File: src/rtl/iotm_pkg.sv
`timescale 1ns/1ps
// Shared constants and event codes of the I/O traffic monitor.
// Assumes an 8-bit register address space and 32-bit register data.
package iotm_pkg;

    localparam int ADDR_W  = 8;
    localparam int NUM_DST = 5;
    localparam int RID_W   = 16;

    typedef enum logic [2:0] {
        EV_RD_BYTES = 3'd0,
        EV_WR_BYTES = 3'd1,
        EV_RD_REQS  = 3'd2,
        EV_WR_REQS  = 3'd3,
        EV_RD_OUTS  = 3'd4
    } iotm_event_e;

    localparam logic [ADDR_W-1:0] A_CTRL     = 8'h00;
    localparam logic [ADDR_W-1:0] A_CFG_BASE = 8'h10;
    localparam logic [ADDR_W-1:0] A_CNT_BASE = 8'h40;
    localparam logic [ADDR_W-1:0] A_CYC_LO   = 8'h60;
    localparam logic [ADDR_W-1:0] A_CYC_HI   = 8'h61;

endpackage

File: src/rtl/iotm_outstanding.sv
`timescale 1ns/1ps
// Up/down count of reads issued but not yet completed.
// Assumes at most one issue and one completion per cycle. A completion
// at zero is dropped and the count saturates at its maximum.
module iotm_outstanding #(
    parameter int OUT_W = 8
) (
    input  logic             clk,
    input  logic             rst_n,
    input  logic             rd_issue,
    input  logic             rd_done,
    output logic [OUT_W-1:0] outs
);

    localparam logic [OUT_W-1:0] OUT_MAX = '1;

    logic step_up;
    logic step_dn;

    // Qualify the two step requests against the current count.
    always_comb begin
        step_up = rd_issue;
        step_dn = rd_done && (outs != '0);
    end

    // Move the count by at most one per cycle.
    always_ff @(posedge clk) begin
        if (!rst_n) begin
            outs <= '0;
        end else if (step_up && !step_dn && (outs != OUT_MAX)) begin
            outs <= outs + 1'b1;
        end else if (step_dn && !step_up) begin
            outs <= outs - 1'b1;
        end
    end

    assert_no_underflow_R3: assert property (@(posedge clk) disable iff (!rst_n)
        (outs == '0 && rd_done && !rd_issue) |=> (outs == '0));

    assert_balanced_R3: assert property (@(posedge clk) disable iff (!rst_n)
        (rd_issue && rd_done && outs != '0) |=> $stable(outs));

endmodule

File: src/rtl/iotm_event_match.sv
`timescale 1ns/1ps
// Per-counter match logic: applies source and destination filters to the
// current request and returns the amount to add for the selected event.
// Assumes NUM_PORTS is a power of two; the shared requester-ID filter,
// when active, replaces the port mask.
module iotm_event_match
    import iotm_pkg::*;
#(
    parameter int NUM_PORTS = 8,
    parameter int PORT_W    = 3,
    parameter int BYTE_W    = 12,
    parameter int OUT_W     = 8,
    parameter int ADD_W     = 12
) (
    input  logic                 clk,
    input  logic                 rst_n,
    input  logic [2:0]           evsel,
    input  logic [NUM_PORTS-1:0] port_mask,
    input  logic [NUM_DST-1:0]   dst_mask,
    input  logic                 rid_on,
    input  logic [RID_W-1:0]     rid_val,
    input  logic                 req_valid,
    input  logic                 req_is_write,
    input  logic [PORT_W-1:0]    req_port,
    input  logic [RID_W-1:0]     req_rid,
    input  logic [2:0]           req_dst,
    input  logic [BYTE_W-1:0]    req_bytes,
    input  logic [OUT_W-1:0]     outs,
    output logic [ADD_W-1:0]     add_amt
);

    logic [NUM_PORTS-1:0] eff_ports;
    logic [7:0]           eff_dst;
    logic                 src_ok;
    logic                 dst_ok;
    logic                 hit;

    // Resolve default filters and decide whether the request matches.
    always_comb begin
        eff_ports = (port_mask == '0) ? '1 : port_mask;
        eff_dst   = {3'b000, ((dst_mask == '0) ? {NUM_DST{1'b1}} : dst_mask)};
        src_ok    = rid_on ? (req_rid == rid_val) : eff_ports[req_port];
        dst_ok    = eff_dst[req_dst];
        hit       = req_valid && src_ok && dst_ok;
    end

    // Pick the increment that belongs to the selected event.
    always_comb begin
        add_amt = '0;
        case (iotm_event_e'(evsel))
            EV_RD_BYTES: if (hit && !req_is_write) add_amt = ADD_W'(req_bytes);
            EV_WR_BYTES: if (hit &&  req_is_write) add_amt = ADD_W'(req_bytes);
            EV_RD_REQS:  if (hit && !req_is_write) add_amt = ADD_W'(1'b1);
            EV_WR_REQS:  if (hit &&  req_is_write) add_amt = ADD_W'(1'b1);
            EV_RD_OUTS:  add_amt = ADD_W'(outs);
            default:     add_amt = '0;
        endcase
    end

    assert_unused_code_R2: assert property (@(posedge clk) disable iff (!rst_n)
        (evsel > 3'd4) |-> (add_amt == '0));

    assert_idle_adds_nothing_R2: assert property (@(posedge clk) disable iff (!rst_n)
        (!req_valid && evsel != 3'd4) |-> (add_amt == '0));

endmodule

File: src/rtl/iotm_filter_guard.sv
`timescale 1ns/1ps
// Owns the single requester-ID filter: picks the active ID from the
// enabled counters and vets each source filter write against port/ID
// exclusivity and against IDs already held by other enabled counters.
// Assumes at most one source filter write per cycle.
module iotm_filter_guard
    import iotm_pkg::*;
#(
    parameter int NUM_CNT   = 4,
    parameter int NUM_PORTS = 8,
    parameter int SRC_W     = NUM_PORTS + RID_W + 1
) (
    input  logic                          clk,
    input  logic                          rst_n,
    input  logic [NUM_CNT-1:0][SRC_W-1:0] src_all,
    input  logic [NUM_CNT-1:0]            cnt_en,
    input  logic [NUM_CNT-1:0]            wr_src_oh,
    input  logic [SRC_W-1:0]              wr_val,
    output logic                          accept,
    output logic                          rid_on,
    output logic [RID_W-1:0]              rid_val
);

    localparam int RID_LSB = NUM_PORTS;
    localparam int RID_EN  = NUM_PORTS + RID_W;

    logic excl_bad;
    logic id_clash;

    // Check the incoming value for both refusal reasons.
    always_comb begin
        excl_bad = wr_val[RID_EN] && (wr_val[NUM_PORTS-1:0] != '0);
        id_clash = 1'b0;
        for (int j = 0; j < NUM_CNT; j++) begin
            if (wr_val[RID_EN] && cnt_en[j] && !wr_src_oh[j] && src_all[j][RID_EN] &&
                (src_all[j][RID_EN-1:RID_LSB] != wr_val[RID_EN-1:RID_LSB]))
                id_clash = 1'b1;
        end
        accept = !excl_bad && !id_clash;
    end

    // The lowest-numbered enabled counter with an ID supplies the shared value.
    always_comb begin
        rid_on  = 1'b0;
        rid_val = '0;
        for (int j = NUM_CNT - 1; j >= 0; j--) begin
            if (cnt_en[j] && src_all[j][RID_EN]) begin
                rid_on  = 1'b1;
                rid_val = src_all[j][RID_EN-1:RID_LSB];
            end
        end
    end

    assert_single_src_write_R9: assert property (@(posedge clk) disable iff (!rst_n)
        $onehot0(wr_src_oh));

endmodule

File: src/rtl/io_traffic_monitor.sv
`timescale 1ns/1ps
// Performance monitor for one I/O root complex: NUM_CNT filtered event
// counters, one cycle counter and a register port for programming and
// reading them. Assumes the request sideband is valid with req_valid and
// that software issues at most one register write per cycle.
module io_traffic_monitor
    import iotm_pkg::*;
#(
    parameter int NUM_CNT   = 4,
    parameter int NUM_PORTS = 8,
    parameter int CNT_W     = 64,
    parameter int BYTE_W    = 12,
    parameter int OUT_W     = 8,
    parameter int DATA_W    = 32,
    localparam int PORT_W   = $clog2(NUM_PORTS)
) (
    input  logic              clk,
    input  logic              rst_n,
    input  logic              req_valid,
    input  logic              req_is_write,
    input  logic [PORT_W-1:0] req_port,
    input  logic [RID_W-1:0]  req_rid,
    input  logic [2:0]        req_dst,
    input  logic [BYTE_W-1:0] req_bytes,
    input  logic              rd_done,
    input  logic              reg_wr,
    input  logic [ADDR_W-1:0] reg_addr,
    input  logic [DATA_W-1:0] reg_wdata,
    output logic [DATA_W-1:0] reg_rdata,
    output logic              cfg_err
);

    localparam int SRC_W  = NUM_PORTS + RID_W + 1;
    localparam int ADD_W  = (BYTE_W > OUT_W) ? BYTE_W : OUT_W;
    localparam int CTRL_W = NUM_CNT + 2;

    logic                             glob_en;
    logic [NUM_CNT-1:0]               cnt_en;
    logic                             cyc_en;
    logic [NUM_CNT-1:0][2:0]          sel_q;
    logic [NUM_CNT-1:0][SRC_W-1:0]    src_q;
    logic [NUM_CNT-1:0][NUM_DST-1:0]  dst_q;
    logic [NUM_CNT-1:0][CNT_W-1:0]    cnt_q;
    logic [NUM_CNT-1:0][ADD_W-1:0]    add_amt;
    logic [CNT_W-1:0]                 cyc_q;
    logic [NUM_CNT-1:0]               wr_sel;
    logic [NUM_CNT-1:0]               wr_src;
    logic [NUM_CNT-1:0]               wr_dst;
    logic [NUM_CNT-1:0]               wr_clr;
    logic                             wr_ctrl;
    logic                             wr_cyc_clr;
    logic                             src_accept;
    logic                             rid_on;
    logic [RID_W-1:0]                 rid_val;
    logic [OUT_W-1:0]                 outs;
    logic                             unused_wdata;

    assign unused_wdata = ^reg_wdata[DATA_W-1:SRC_W];
    assign wr_ctrl      = reg_wr && (reg_addr == A_CTRL);
    assign wr_cyc_clr   = reg_wr && (reg_addr == A_CYC_LO);

    iotm_outstanding #(.OUT_W(OUT_W)) u_outs (
        .clk      (clk),
        .rst_n    (rst_n),
        .rd_issue (req_valid && !req_is_write),
        .rd_done  (rd_done),
        .outs     (outs)
    );

    iotm_filter_guard #(.NUM_CNT(NUM_CNT), .NUM_PORTS(NUM_PORTS), .SRC_W(SRC_W)) u_guard (
        .clk       (clk),
        .rst_n     (rst_n),
        .src_all   (src_q),
        .cnt_en    (cnt_en),
        .wr_src_oh (wr_src),
        .wr_val    (reg_wdata[SRC_W-1:0]),
        .accept    (src_accept),
        .rid_on    (rid_on),
        .rid_val   (rid_val)
    );

    // Control register: global, per-counter and cycle enables.
    always_ff @(posedge clk) begin
        if (!rst_n) begin
            {cyc_en, cnt_en, glob_en} <= '0;
        end else if (wr_ctrl) begin
            {cyc_en, cnt_en, glob_en} <= reg_wdata[CTRL_W-1:0];
        end
    end

    // Error flag reflects the outcome of the latest source filter write.
    always_ff @(posedge clk) begin
        if (!rst_n) begin
            cfg_err <= 1'b0;
        end else if (wr_src != '0) begin
            cfg_err <= !src_accept;
        end
    end

    // Cycle counter: clear overrides counting.
    always_ff @(posedge clk) begin
        if (!rst_n) begin
            cyc_q <= '0;
        end else if (wr_cyc_clr) begin
            cyc_q <= '0;
        end else if (glob_en && cyc_en) begin
            cyc_q <= cyc_q + 1'b1;
        end
    end

    for (genvar k = 0; k < NUM_CNT; k++) begin : g_cnt
        assign wr_sel[k] = reg_wr && (reg_addr == ADDR_W'(A_CFG_BASE + 4 * k));
        assign wr_src[k] = reg_wr && (reg_addr == ADDR_W'(A_CFG_BASE + 4 * k + 1));
        assign wr_dst[k] = reg_wr && (reg_addr == ADDR_W'(A_CFG_BASE + 4 * k + 2));
        assign wr_clr[k] = reg_wr && (reg_addr == ADDR_W'(A_CNT_BASE + 2 * k));

        // Configuration of this counter; source writes are vetted first.
        always_ff @(posedge clk) begin
            if (!rst_n) begin
                sel_q[k] <= '0;
                src_q[k] <= '0;
                dst_q[k] <= '0;
            end else begin
                if (wr_sel[k])               sel_q[k] <= reg_wdata[2:0];
                if (wr_src[k] && src_accept) src_q[k] <= reg_wdata[SRC_W-1:0];
                if (wr_dst[k])               dst_q[k] <= reg_wdata[NUM_DST-1:0];
            end
        end

        iotm_event_match #(
            .NUM_PORTS (NUM_PORTS),
            .PORT_W    (PORT_W),
            .BYTE_W    (BYTE_W),
            .OUT_W     (OUT_W),
            .ADD_W     (ADD_W)
        ) u_match (
            .clk          (clk),
            .rst_n        (rst_n),
            .evsel        (sel_q[k]),
            .port_mask    (src_q[k][NUM_PORTS-1:0]),
            .dst_mask     (dst_q[k]),
            .rid_on       (rid_on),
            .rid_val      (rid_val),
            .req_valid    (req_valid),
            .req_is_write (req_is_write),
            .req_port     (req_port),
            .req_rid      (req_rid),
            .req_dst      (req_dst),
            .req_bytes    (req_bytes),
            .outs         (outs),
            .add_amt      (add_amt[k])
        );

        // Event accumulator: clear overrides counting.
        always_ff @(posedge clk) begin
            if (!rst_n) begin
                cnt_q[k] <= '0;
            end else if (wr_clr[k]) begin
                cnt_q[k] <= '0;
            end else if (glob_en && cnt_en[k]) begin
                cnt_q[k] <= cnt_q[k] + CNT_W'(add_amt[k]);
            end
        end

        assert_hold_when_off_R11: assert property (@(posedge clk) disable iff (!rst_n)
            (!(glob_en && cnt_en[k]) && !wr_clr[k]) |=> $stable(cnt_q[k]));

        assert_clear_wins_R12: assert property (@(posedge clk) disable iff (!rst_n)
            wr_clr[k] |=> (cnt_q[k] == '0));
    end

    // Register read decode.
    always_comb begin
        reg_rdata = '0;
        if (reg_addr == A_CTRL)   reg_rdata = DATA_W'({cyc_en, cnt_en, glob_en});
        if (reg_addr == A_CYC_LO) reg_rdata = DATA_W'(cyc_q);
        if (reg_addr == A_CYC_HI) reg_rdata = DATA_W'(cyc_q >> DATA_W);
        for (int k = 0; k < NUM_CNT; k++) begin
            if (reg_addr == ADDR_W'(A_CFG_BASE + 4 * k))     reg_rdata = DATA_W'(sel_q[k]);
            if (reg_addr == ADDR_W'(A_CFG_BASE + 4 * k + 1)) reg_rdata = DATA_W'(src_q[k]);
            if (reg_addr == ADDR_W'(A_CFG_BASE + 4 * k + 2)) reg_rdata = DATA_W'(dst_q[k]);
            if (reg_addr == ADDR_W'(A_CNT_BASE + 2 * k))     reg_rdata = DATA_W'(cnt_q[k]);
            if (reg_addr == ADDR_W'(A_CNT_BASE + 2 * k + 1)) reg_rdata = DATA_W'(cnt_q[k] >> DATA_W);
        end
    end

    assert_cycle_step_R4: assert property (@(posedge clk) disable iff (!rst_n)
        (glob_en && cyc_en && !wr_cyc_clr) |=> (cyc_q == $past(cyc_q) + 1'b1));

    assert_exclusive_reject_R8: assert property (@(posedge clk) disable iff (!rst_n)
        ((wr_src != '0) && reg_wdata[SRC_W-1] && (reg_wdata[NUM_PORTS-1:0] != '0))
        |=> (cfg_err && $stable(src_q)));

endmodule

File: config.mk
export PLATFORM = sky130hd
export DESIGN_NAME = io_traffic_monitor
export DESIGN_NICKNAME = d
export VERILOG_FILES = /design/src/rtl/iotm_pkg.sv /design/src/rtl/iotm_outstanding.sv /design/src/rtl/iotm_event_match.sv /design/src/rtl/iotm_filter_guard.sv /design/src/rtl/io_traffic_monitor.sv
export SDC_FILE = /design/constraint.sdc
export NUM_CORES = 1
export LEC_CHECK = 0
export ABC_AREA = 0
export BUFFER_PORTS_ARGS = -buffer_cell sky130_fd_sc_hd__buf_2
export CAP_MARGIN = 10
export CORE_MARGIN = 3
export CORE_UTILIZATION = 50
export DETAILED_ROUTE_END_ITERATION = 10
export PLACE_DENSITY = 0.71
export SYNTH_ARGS = -nofsm -noshare
export SYNTH_HDL_FRONTEND = slang
export SYNTH_SLANG_ARGS = --single-unit
export TNS_END_PERCENT = 5
File: constraint.sdc
create_clock -name clk -period 15.7 [get_ports clk]
set_clock_uncertainty 0.1 [all_clocks]
set_input_delay 3.14 -clock clk [delete_from_list [all_inputs] [get_ports clk]]
set_output_delay 3.14 -clock clk [all_outputs]
set_load 0.005 [all_outputs]
-- After elaboration in Yosys (flattened, before gate mapping)
Index checks and enable logic that the tools add are counted.
- reduce and logical (&&, ||, !) cells: 102
- bitwise operators: 1
- magnitude comparators: 2
- add/subtract/negate cells: 7
- equality and inequality tests: 44
- muxes and demuxes: 85
- operators with widths (operator ; number):
    two-way mux 32 bit ; 22
    adder 64 x 12 -> 64 bit ; 4
    one-hot mux 12 bit (5 select lines) ; 4
    == test 8 x 5 -> 1 bit, second input constant ; 12
    two-way mux 12 bit ; 8
    == test 8 x 7 -> 1 bit, second input constant ; 10
    logical AND 1 bit ; 70
    adder 64 x 1 -> 64 bit, second input constant ; 1
    two-way mux 16 bit ; 4
    != test 16 bit ; 4
    two-way mux 8 bit ; 6
    logical NOT 8 bit ; 5
    two-way mux 1 bit ; 28
    binary-select mux 1 bit (select 3 bit) ; 8
    == test 3 x 2 -> 1 bit, second input constant ; 8
    logical NOT 5 bit ; 4
    two-way mux 5 bit ; 4
    == test 16 bit ; 1
    nonzero test 8 bit ; 2
    == test 3 x 1 -> 1 bit, second input constant ; 4
    == test 3 bit, second input constant ; 4
    logical NOT 3 bit ; 4
    logical NOT 1 bit ; 10
    OR reduction 2 bit ; 5
    8 further kinds ; 9
- register bits after elaboration: 467
- input bits: 80

-- Longest topological paths before layout
Gate-level depths: netlist of run 1.
- depth after elaboration: 24
- gate-level depth with buffers: 21

-- By module
A second synthesis of run 1 with hierarchy kept.
- cell total of the unflattened synthesis: 3805
- area total of the unflattened synthesis: 29597.1 um^2
- modules (own cells, without submodules) (module ; sequential area each (um^2) ; cells each ; times used ; area an instance (um^2)):
    io_traffic_monitor ; 9188.8 ; 3245 ; 1 ; 25381.8
    iotm_event_match ; 0.0 ; 78 ; 4 ; 584.3
    iotm_filter_guard ; 0.0 ; 172 ; 1 ; 1234.9
    iotm_outstanding ; 160.2 ; 76 ; 1 ; 643.1

-- Worst setup path after synthesis of run 1
Ideal clock, no wire load.
- path kind: input to output
- start point: input port reg_addr[2]
- end point: output port reg_rdata[29]
- arrival: 5.370 ns
- cell stages on the path: 9
- setup slack: 7.090 ns
- cells stage by stage: clkbuf_1 nor4_1 and2_1 clkbuf_1 buf_1 a22oi_1 o21ai_0 o21ai_0 a41oi_1
- cells in the longest elaborated chain, start to end: 23
- elaborated cells between the ends (all ways): 44
- RTL lines (what ; RTL line ; text):
    start, declared ; io_traffic_monitor.sv:27 ; input logic [ADDR_W-1:0] reg_addr,
    == test 8 x 7 -> 1 bit ; io_traffic_monitor.sv:176 ; if (reg_addr == A_CYC_LO) reg_rdata = DATA_W'(cyc_q);
    two-way mux 32 bit ; io_traffic_monitor.sv:176 ;
    two-way mux 32 bit ; io_traffic_monitor.sv:177 ; if (reg_addr == A_CYC_HI) reg_rdata = DATA_W'(cyc_q >> DATA_W);
    two-way mux 32 bit ; io_traffic_monitor.sv:179 ; if (reg_addr == ADDR_W'(A_CFG_BASE + 4 * k)) reg_rdata = DATA_W'(sel_q[k]);
    two-way mux 32 bit ; io_traffic_monitor.sv:180 ; if (reg_addr == ADDR_W'(A_CFG_BASE + 4 * k + 1)) reg_rdata = DATA_W'(src_q[k]);
    two-way mux 32 bit ; io_traffic_monitor.sv:181 ; if (reg_addr == ADDR_W'(A_CFG_BASE + 4 * k + 2)) reg_rdata = DATA_W'(dst_q[k]);
    two-way mux 32 bit ; io_traffic_monitor.sv:182 ; if (reg_addr == ADDR_W'(A_CNT_BASE + 2 * k)) reg_rdata = DATA_W'(cnt_q[k]);
    two-way mux 32 bit ; io_traffic_monitor.sv:183 ; if (reg_addr == ADDR_W'(A_CNT_BASE + 2 * k + 1)) reg_rdata = DATA_W'(cnt_q[k] >> DATA_W);
    [7 not listed] ; n/a ;
    two-way mux 32 bit ; io_traffic_monitor.sv:181 ;
    two-way mux 32 bit ; io_traffic_monitor.sv:182 ;
    two-way mux 32 bit ; io_traffic_monitor.sv:183 ;
    two-way mux 32 bit ; io_traffic_monitor.sv:179 ;
    two-way mux 32 bit ; io_traffic_monitor.sv:180 ;
    two-way mux 32 bit ; io_traffic_monitor.sv:181 ;
    two-way mux 32 bit ; io_traffic_monitor.sv:182 ;
    two-way mux 32 bit (*) ; io_traffic_monitor.sv:183 ;
    end, declared ; io_traffic_monitor.sv:29 ; output logic [DATA_W-1:0] reg_rdata,
Mark *: on every way between the ends. The rest lies on a longest branch, timed or not.

-- Worst setup path after layout of run 1
- start point: input port reg_addr[1]
- end point: output port reg_rdata[1]
- cells in the longest elaborated chain, start to end: 24
- elaborated cells between the ends (all ways): 46
- RTL lines (what ; RTL line ; text):
    logical NOT 8 bit ; io_traffic_monitor.sv:175 ; if (reg_addr == A_CTRL) reg_rdata = DATA_W'({cyc_en, cnt_en, glob_en});
    two-way mux 6 bit ; io_traffic_monitor.sv:175 ;
    two-way mux 32 bit ; io_traffic_monitor.sv:176 ;
    two-way mux 32 bit ; io_traffic_monitor.sv:177 ;
    two-way mux 32 bit ; io_traffic_monitor.sv:179 ;
    two-way mux 32 bit ; io_traffic_monitor.sv:180 ;
    two-way mux 32 bit ; io_traffic_monitor.sv:181 ;
    two-way mux 32 bit ; io_traffic_monitor.sv:182 ;
    [8 not listed] ; n/a ;
    two-way mux 32 bit ; io_traffic_monitor.sv:181 ;
    two-way mux 32 bit ; io_traffic_monitor.sv:182 ;
    two-way mux 32 bit ; io_traffic_monitor.sv:183 ;
    two-way mux 32 bit ; io_traffic_monitor.sv:179 ;
    two-way mux 32 bit ; io_traffic_monitor.sv:180 ;
    two-way mux 32 bit ; io_traffic_monitor.sv:181 ;
    two-way mux 32 bit ; io_traffic_monitor.sv:182 ;
    two-way mux 32 bit (*) ; io_traffic_monitor.sv:183 ;
Marked as above.

==> summary.txt, run 1 <==
Power and ir drop
  – VDD IR max: 0.00007636 V
  – Pwr Density: between 80 and 90 mW/mm^2
  – Leakage: 0.01122 uW

Route
  – Routed wire length on met3: ~9200 microns
  – Via count: between 20000 and 30000
  – Top Metal Used: met4
  – Met2 wire length: 41210 microns
  – Met1 Routed Length: 41100 microns
  – Drt pass-1 iters: 8
  – Routed WL: 96240 microns
  – Remaining DRCs: 0
  – Initial DRC count: approximately 3200
  – Number of routed nets with antenna violations: 0
  – Per-cell routed wire length: approximately 23 microns
  – Vias per inst: approximately 6.4

Logic synthesis
  – Register area share after synthesis: 0.3257
  – Cell taking the most area after synthesis: dfxtp_1
  – Top cells by area, synth: dfxtp_1 (33%), mux2i_1 (5.3%), xor2_1 (5.2%), a21oi_1 (3.9%), nor2_1 (3.6%)
  – Yosys warns: 0
  – Synth top area share: 0.3257
  – Cell area after synthesis: 0.02871 sq mm
  – Flops & latches, synth: 467
  – Synthesized instance count: roughly 3500
  – Number of flops mapped to enable cells by yosys: 0
  – Yosys cell types: between 80 and 90
  – Async SR Flop Fraction: 0
  – Main flop type after synthesis: dfxtp_1
  – Mapped Nets: between 3000 and 4000
  – Syn Area/Cell: between 8 and 9 sq um

Timing
  – Max-slew violations: 0
  – RSZ-0062 raised after global routing: false
  – Hold Vio Cnt, Final: 0
  – Worst slew pin tran: ~1200 ps
  – Max frequency: around 100 MHz
  – Endpoints failing setup: 0
  – Rel. slew slack: 0.2061
  – Final period utilization: 0.6388
  – Setup TNS: 0 ps
  – Min cycle time layout: roughly 10000 ps

Placement
  – DP Area: between 0.02 and 0.03 sq mm
  – Routability cong.: 0.9838
  – HPWL Detailed: 69450 microns
  – IO buf count: between 100 and 150

Critical path
  – Critical Path End Type: output port
  – Crit start category: input port
  – CP Data Required Time: between 10000 and 15000 ps
  – Crit Path Category: input port to output port
  – Crit path DAT: 6790 ps
  – Critical path peak fanout: 70

Floorplan
  – I/O pins: around 110
  – Die Ht: between 200 and 250 microns
  – Die Wd: approximately 250 microns
  – Core footprint: around 0.057 sq mm
  – Initial core utilization: 0.5072
  – DIE AREA: a little over 0.06 sq mm
  – FP Rows: between 80 and 90

Cells and area
  – Nets@finish: around 3600
  – Multi-input gate area: around 0.018 sq mm
  – Commonest non-fill, non-tap cells in the layout: dfxtp_1 (467), nor2_1 (274), nand2_1 (259)
  – Fill cells: ~5300
  – Commonest non-fill, non-tap cell in the layout: dfxtp_1
  – Register Area: just over 0.009 sq mm
  – Fraction of layout cells with a size suffix above 1: 0.09357
  – Synthesis-to-finish area growth: 9.466%
  – Final design area excluding fillers: about 0.031 sq mm

Global routing
  – Vias in the first global route: 24450
  – Largest net degree at the start of global routing: 85
  – Global route overflow: 0
  – First-pass GRT wire length: 145500 microns
  – GRT Total Usage: 0.3069
  – Initial antenna violation count: 8

Clocking
  – CTS hold repair buffers: 0
  – Clk sink count: 467
  – CTS tree: done
  – Post_cts resized: 0
  – Worst-path clk slew: approximately 60 ps
  – CTS root buf: clkbuf_16
  – # H-tree levels: 2
  – Worst-skew pair later-pin latency: about 640 ps
  – Post-CTS Setup Repair Bufs: 0
  – CTS buffer count: between 50 and 60
  – Clk buf depth: 3

Status
  – Status: finished, final reports clean

Min path
  – Hold Path Class: register to register

Flow run
  – Max_cap viols: 0
## power by group
part,internal (uW),total (uW),switching (uW)
Sequential,1200,1220,29.1
Clock,721,1250,534
Combinational,89.3,223,134
## worst max-delay path, cell delays in order
cell and delay (ps):
buf_4 130, buf_4 340, nor2_1 780, nand2_1 250, o21ai_0 240, a221o_1 190, o211ai_1 120, a221oi_1 470
o221ai_1 220, a211oi_1 660, buf_2 240
## area by class of cell
class | instances | area share
Multi-Input combinational cell | 2695 | 0.5800
Clock buffer | 79 | 0.04977
Tap cell | 756 | 0.03010
Timing Repair Buffer | 149 | 0.02747
Inverter | 77 | 0.009197
Clock inverter | 17 | 0.005216
Sequential cell | 467 | 0.2975
Antenna cell | 9 | 0.0007167
## synth_stat cells (30+ instances only)
| library cell | instances |
|---|---|
| a21oi_1 | 225 |
| a221oi_1 | 46 |
| a22o_1 | 34 |
| a22oi_1 | 46 |
| and2_1 | 39 |
| and3_1 | 79 |
| and4_1 | 34 |
| clkbuf_1 | 188 |
| dfxtp_1 | 467 |
| ha_1 | 55 |
| inv_1 | 76 |
| mux2i_1 | 152 |
| mux4_2 | 30 |
| nand2_1 | 262 |
| nand3_1 | 145 |
| nand4_1 | 98 |
| nor2_1 | 277 |
| nor2b_1 | 140 |
| nor3_1 | 54 |
| nor4_1 | 68 |
| o21ai_0 | 163 |
| o31ai_1 | 38 |
| or3_1 | 63 |
| or4_1 | 60 |
| xnor2_1 | 106 |
| xor2_1 | 171 |
## registers in the layout, summed over array words and instances, names as in the netlist
| signal | flops |
|---|---|
| cnt_q | 256 |
| src_q | 100 |
| cyc_q | 64 |
| dst_q | 20 |
| sel_q | 12 |
| u_outs.outs | 8 |
| cnt_en | 4 |
| cfg_err | 1 |
| cyc_en | 1 |
| glob_en | 1 |
## metal layers
metal / track usage / vias to the layer above
met2: 0.4637 / 1275
met1: 0.4255 / 13150
met4: 0.1362 / 0
met3: 0.05845 / 219
li1: - / 12700
met5: 0 / -
## metrics by stage
step	hold slack (ps)	util	power (uW)	setup WS (ps)	std cells
final	376.9	0.5552	2702	5670	4249
after global routing	405.2	0.5549	2781	5726	4243
after CTS	378.2	0.5548	2711	5835	4240
after detailed placement	368.8	0.5242	1468	5853	4144
after global placement	358.7	0.5242	1465	5860	4144
after floorplan	344.6	-	1402	7090	3470
## kinds of logic (layout without fill, tap and decap cells)
logic type      Yosys count  in the layout  synth area share
simple gates           1395           1395            0.2631
compound gates          769            769            0.1750
flops                   467            467            0.3257
buf+inv                 308            322           0.04297
xor+xnor                277            277           0.08451
mux                     194            194           0.08124
fa+ha+maj                60             60           0.02746
other cells               0              9                 0
## final timing paths
check / startpoint / end / slack (ps) / depth (start not counted)
min reg2reg: cnt_q[128]$_SDFFE_PP0P_ / cnt_q[128]$_SDFFE_PP0P_ / 380 / 2
max reg2reg: src_q[74]$_SDFFE_PN0P_ / cnt_q[123]$_SDFFE_PP0P_ / 8380 / 18
min: cnt_q[128]$_SDFFE_PP0P_ / cnt_q[128]$_SDFFE_PP0P_ / 380 / 2
max: reg_addr[1] / reg_rdata[1] / 5670 / 11
Note: power is estimated with default switching activity, not from simulation.
==> run 2, diff against run 1 <==
--- a/config.mk
+++ b/config.mk
@@ -11,7 +11,7 @@
 export CORE_MARGIN = 3
 export CORE_UTILIZATION = 50
 export DETAILED_ROUTE_END_ITERATION = 10
-export PLACE_DENSITY = 0.71
+export PLACE_DENSITY = 0.73
 export SYNTH_ARGS = -nofsm -noshare
 export SYNTH_HDL_FRONTEND = slang
 export SYNTH_SLANG_ARGS = --single-unit
==> constraint.sdc (replaced) <==
create_clock -name clk -period 8.5 [get_ports clk]
set_clock_uncertainty 0.1 [all_clocks]
set_input_delay 1.7 -clock clk [delete_from_list [all_inputs] [get_ports clk]]
set_output_delay 1.7 -clock clk [all_outputs]
set_load 0.005 [all_outputs]
==> summary.txt, run 2 (synthesis results as in run 1) <==
Clocking
  – Post_cts resized: 0 (unchanged)
  – CTS hold repair buffers: 0 (unchanged)
  – Clk buf depth: 3 (unchanged)
  – Post-CTS Setup Repair Bufs: 0 (unchanged)
  – Worst-path clk slew: 60 ps (about the same)
  – # H-tree levels: 2 (unchanged)
  – CTS buffer count: 53 (unchanged)
  – Clk sink count: 467 (unchanged)
  – Worst-skew pair later-pin latency: 620 ps (-20 ps)
  – CTS tree: done
  – CTS root buf: clkbuf_16

Route
  – Routed WL: 94770 microns (-1.5%)
  – Per-cell routed wire length: 22.29 microns (-1.6%)
  – Initial DRC count: 3308 (+2.5%)
  – Via count: 27380 (+0.11%)
  – Number of routed nets with antenna violations: 0 (unchanged)
  – Drt pass-1 iters: 6 (-2)
  – Remaining DRCs: 0 (unchanged)
  – Vias per inst: 6.441 (about the same)

Timing
  – RSZ-0062 raised after global routing: false
  – Final period utilization: 0.8320
  – Min cycle time layout: between 7000 and 8000 ps
  – Max-slew violations: 0 (unchanged)
  – Endpoints failing setup: 0 (unchanged)
  – Rel. slew slack: 0.1345 (-0.07159)
  – Hold Vio Cnt, Final: 0 (unchanged)
  – Max frequency: about 140 MHz
  – Setup TNS: 0 ps (unchanged)
  – Hold slack final: 375.3 ps (-1.568 ps)
  – Worst slew pin tran: 1298 ps (+116.5 ps)

Power and ir drop
  – Leakage: 0.01125 uW (+0.30%)
  – VDD IR max: 0.0001523 V (+99%)
  – Pwr Density: 160.4 mW/mm^2 (+87%)

Critical path
  – Worst reg2reg path startpoint: cnt_en[2]$_SDFFE_PN0P_
  – Critical path peak fanout: 19 (-73%)
  – Critical-path top delay cell: a21oi_1
  – R2r setup slk: 1430 ps (-6950 ps)
  – R2R depth: 19 (+1)
  – Slowest stage delay, CP: 1010 ps (+230 ps)
  – Critical Path End Type: register
  – Crit path DAT: 7460 ps (+670 ps)
  – Crit-path cells: buf_4 > a22oi_1 > nor3_1 > a222oi_1 > xor2_1 > nand4_1 > o31a_1 > nor4bb_1 > buf_4 > a32o_1 > ha_1 > a21o_1 > a21oi_1 > o211ai_1 > a41o_1 > a21oi_1 > or4_1 > xor2_1 > nor2_1
  – CP Data Required Time: 8890 ps (-3570 ps)
  – Crit start category: register
  – Crit Path Category: register to register
  – R2r endpoint: cnt_q[17]$_SDFFE_PP0P_
  – CP top delay family: compound AO/OA/AOI/OAI gates
  – CP Buf/Inv Count: 2 (-1)

Cells and area
  – Final design area excluding fillers: 0.03151 sq mm (+0.28%)
  – Synthesis-to-finish area growth: 9.776%
  – Commonest non-fill, non-tap cell in the layout: dfxtp_1
  – Max reg flops: 256 (unchanged)
  – Fill cells: 5244 (-1.4%)
  – Nets@finish: 3585 (+0.056%)
  – Multi-input gate area: 0.01823 sq mm (unchanged)
  – Commonest non-fill, non-tap cells in the layout: dfxtp_1 (467), nor2_1 (274), nand2_1 (259)
  – Largest reg by FF count: cnt_q
  – Top flop regs: cnt_q (256), src_q (100), cyc_q (64)
  – Register Area: 0.009349 sq mm (unchanged)
  – Fraction of layout cells with a size suffix above 1: 0.09607 (+0.002501)

Global routing
  – Global route overflow: 0 (unchanged)
  – Initial antenna violation count: 9 (+1)
  – Vias in the first global route: 24610 (+0.67%)
  – First-pass GRT wire length: 145300 microns (-0.11%)
  – Largest net degree at the start of global routing: 85 (unchanged)
  – GRT Total Usage: 0.3054 (-0.001486)

Flow run
  – Max_cap viols: 0 (unchanged)

Placement
  – HPWL Detailed: 68720 microns (-1.0%)
  – IO buf count: 105 (unchanged)
  – Routability cong.: 0.9833 (about the same)
  – DP Area: 0.02969 sq mm (about the same)

Min path
  – Worst hold start: cnt_q[71]$_SDFFE_PP0P_
  – Hold path depth: 2 (unchanged)
  – Worst Hold End: cnt_q[71]$_SDFFE_PP0P_
  – Hold Path Class: register to register

Floorplan
  – I/O pins: 113 (unchanged)
  – Initial core utilization: 0.5072 (unchanged)
  – Die Wd: 245.6 microns (unchanged)
  – Die Ht: 245.6 microns (unchanged)
  – FP Rows: 87 (unchanged)
  – DIE AREA: 0.06033 sq mm (unchanged)
  – Core footprint: 0.05660 sq mm (unchanged)

Status
  – Status: finished, final reports clean
[run 2: changes by cell type in the layout (fill, tap and decap cells not counted), moves of 2 or more]
cell / before / now
clkinvlp_4: 1 / 6
inv_6: 2 / 4
clkbuf_1: 12 / 6
bufinv_16: 2 / 4
[run 2: worst reg2reg max path: cells and delay by family (launching register included)]
family	cells	cell delay (ps)
AO/OA/AOI/OAI	9	3180
buffers and inverters	2	580
adder cells (fa/ha/maj)	1	240
flip-flops	1	650
AND/OR/NAND/NOR	5	1810
XOR/XNOR	2	370
[run 2: routing by layer]
metal  GRT usage  up-vias  share of wire
met5           0        -        0.00021
met4      0.1365        4          0.050
met3     0.05899      258          0.097
met2      0.4624     1366           0.43
met1      0.4218    13030           0.42
li1            -    12720              -
[run 2: final cells by class]
class	count	share of cell area
multi-input combinational	2695	0.5784
sequential	467	0.2967
clock buffer	73	0.04891
tap	756	0.03002
timing repair buffer	151	0.02779
inverter	77	0.009171
clock inverter	24	0.008417
antenna	8	0.0006352
[run 2: worst max-delay path by stage]
stage | end | from | slack (ps) | cells after the start
floorplan | cnt_q[60]$_SDFFE_PP0P_ | req_port[0] | 2730 | 17
global placement | reg_rdata[24] | reg_addr[1] | 1680 | 9
detailed placement | cnt_q[17]$_SDFFE_PP0P_ | req_port[0] | 1650 | 17
CTS | reg_rdata[24] | reg_addr[1] | 1650 | 9
global route | cnt_q[33]$_SDFFE_PP0P_ | src_q[74]$_SDFFE_PN0P_ | 1170 | 18
finish | cnt_q[17]$_SDFFE_PP0P_ | cnt_en[2]$_SDFFE_PN0P_ | 1430 | 19
[run 2: power breakdown]
| part | internal, uW | total (uW) | switching, uW |
|---|---|---|---|
| logic | 164 | 409 | 244 |
| clock network | 1390 | 2390 | 993 |
| registers | 2210 | 2260 | 54.0 |
[run 2: through the flow]
step,instances,total power [uW],setup WS (ps),utilization
global placement,4146,2702,1684,0.5245
finish,4251,5056,1428,0.5567
CTS,4243,5076,1646,0.5564
detailed placement,4146,2708,1645,0.5245
floorplan,3470,2589,2727,-
global route,4246,5218,1165,0.5565
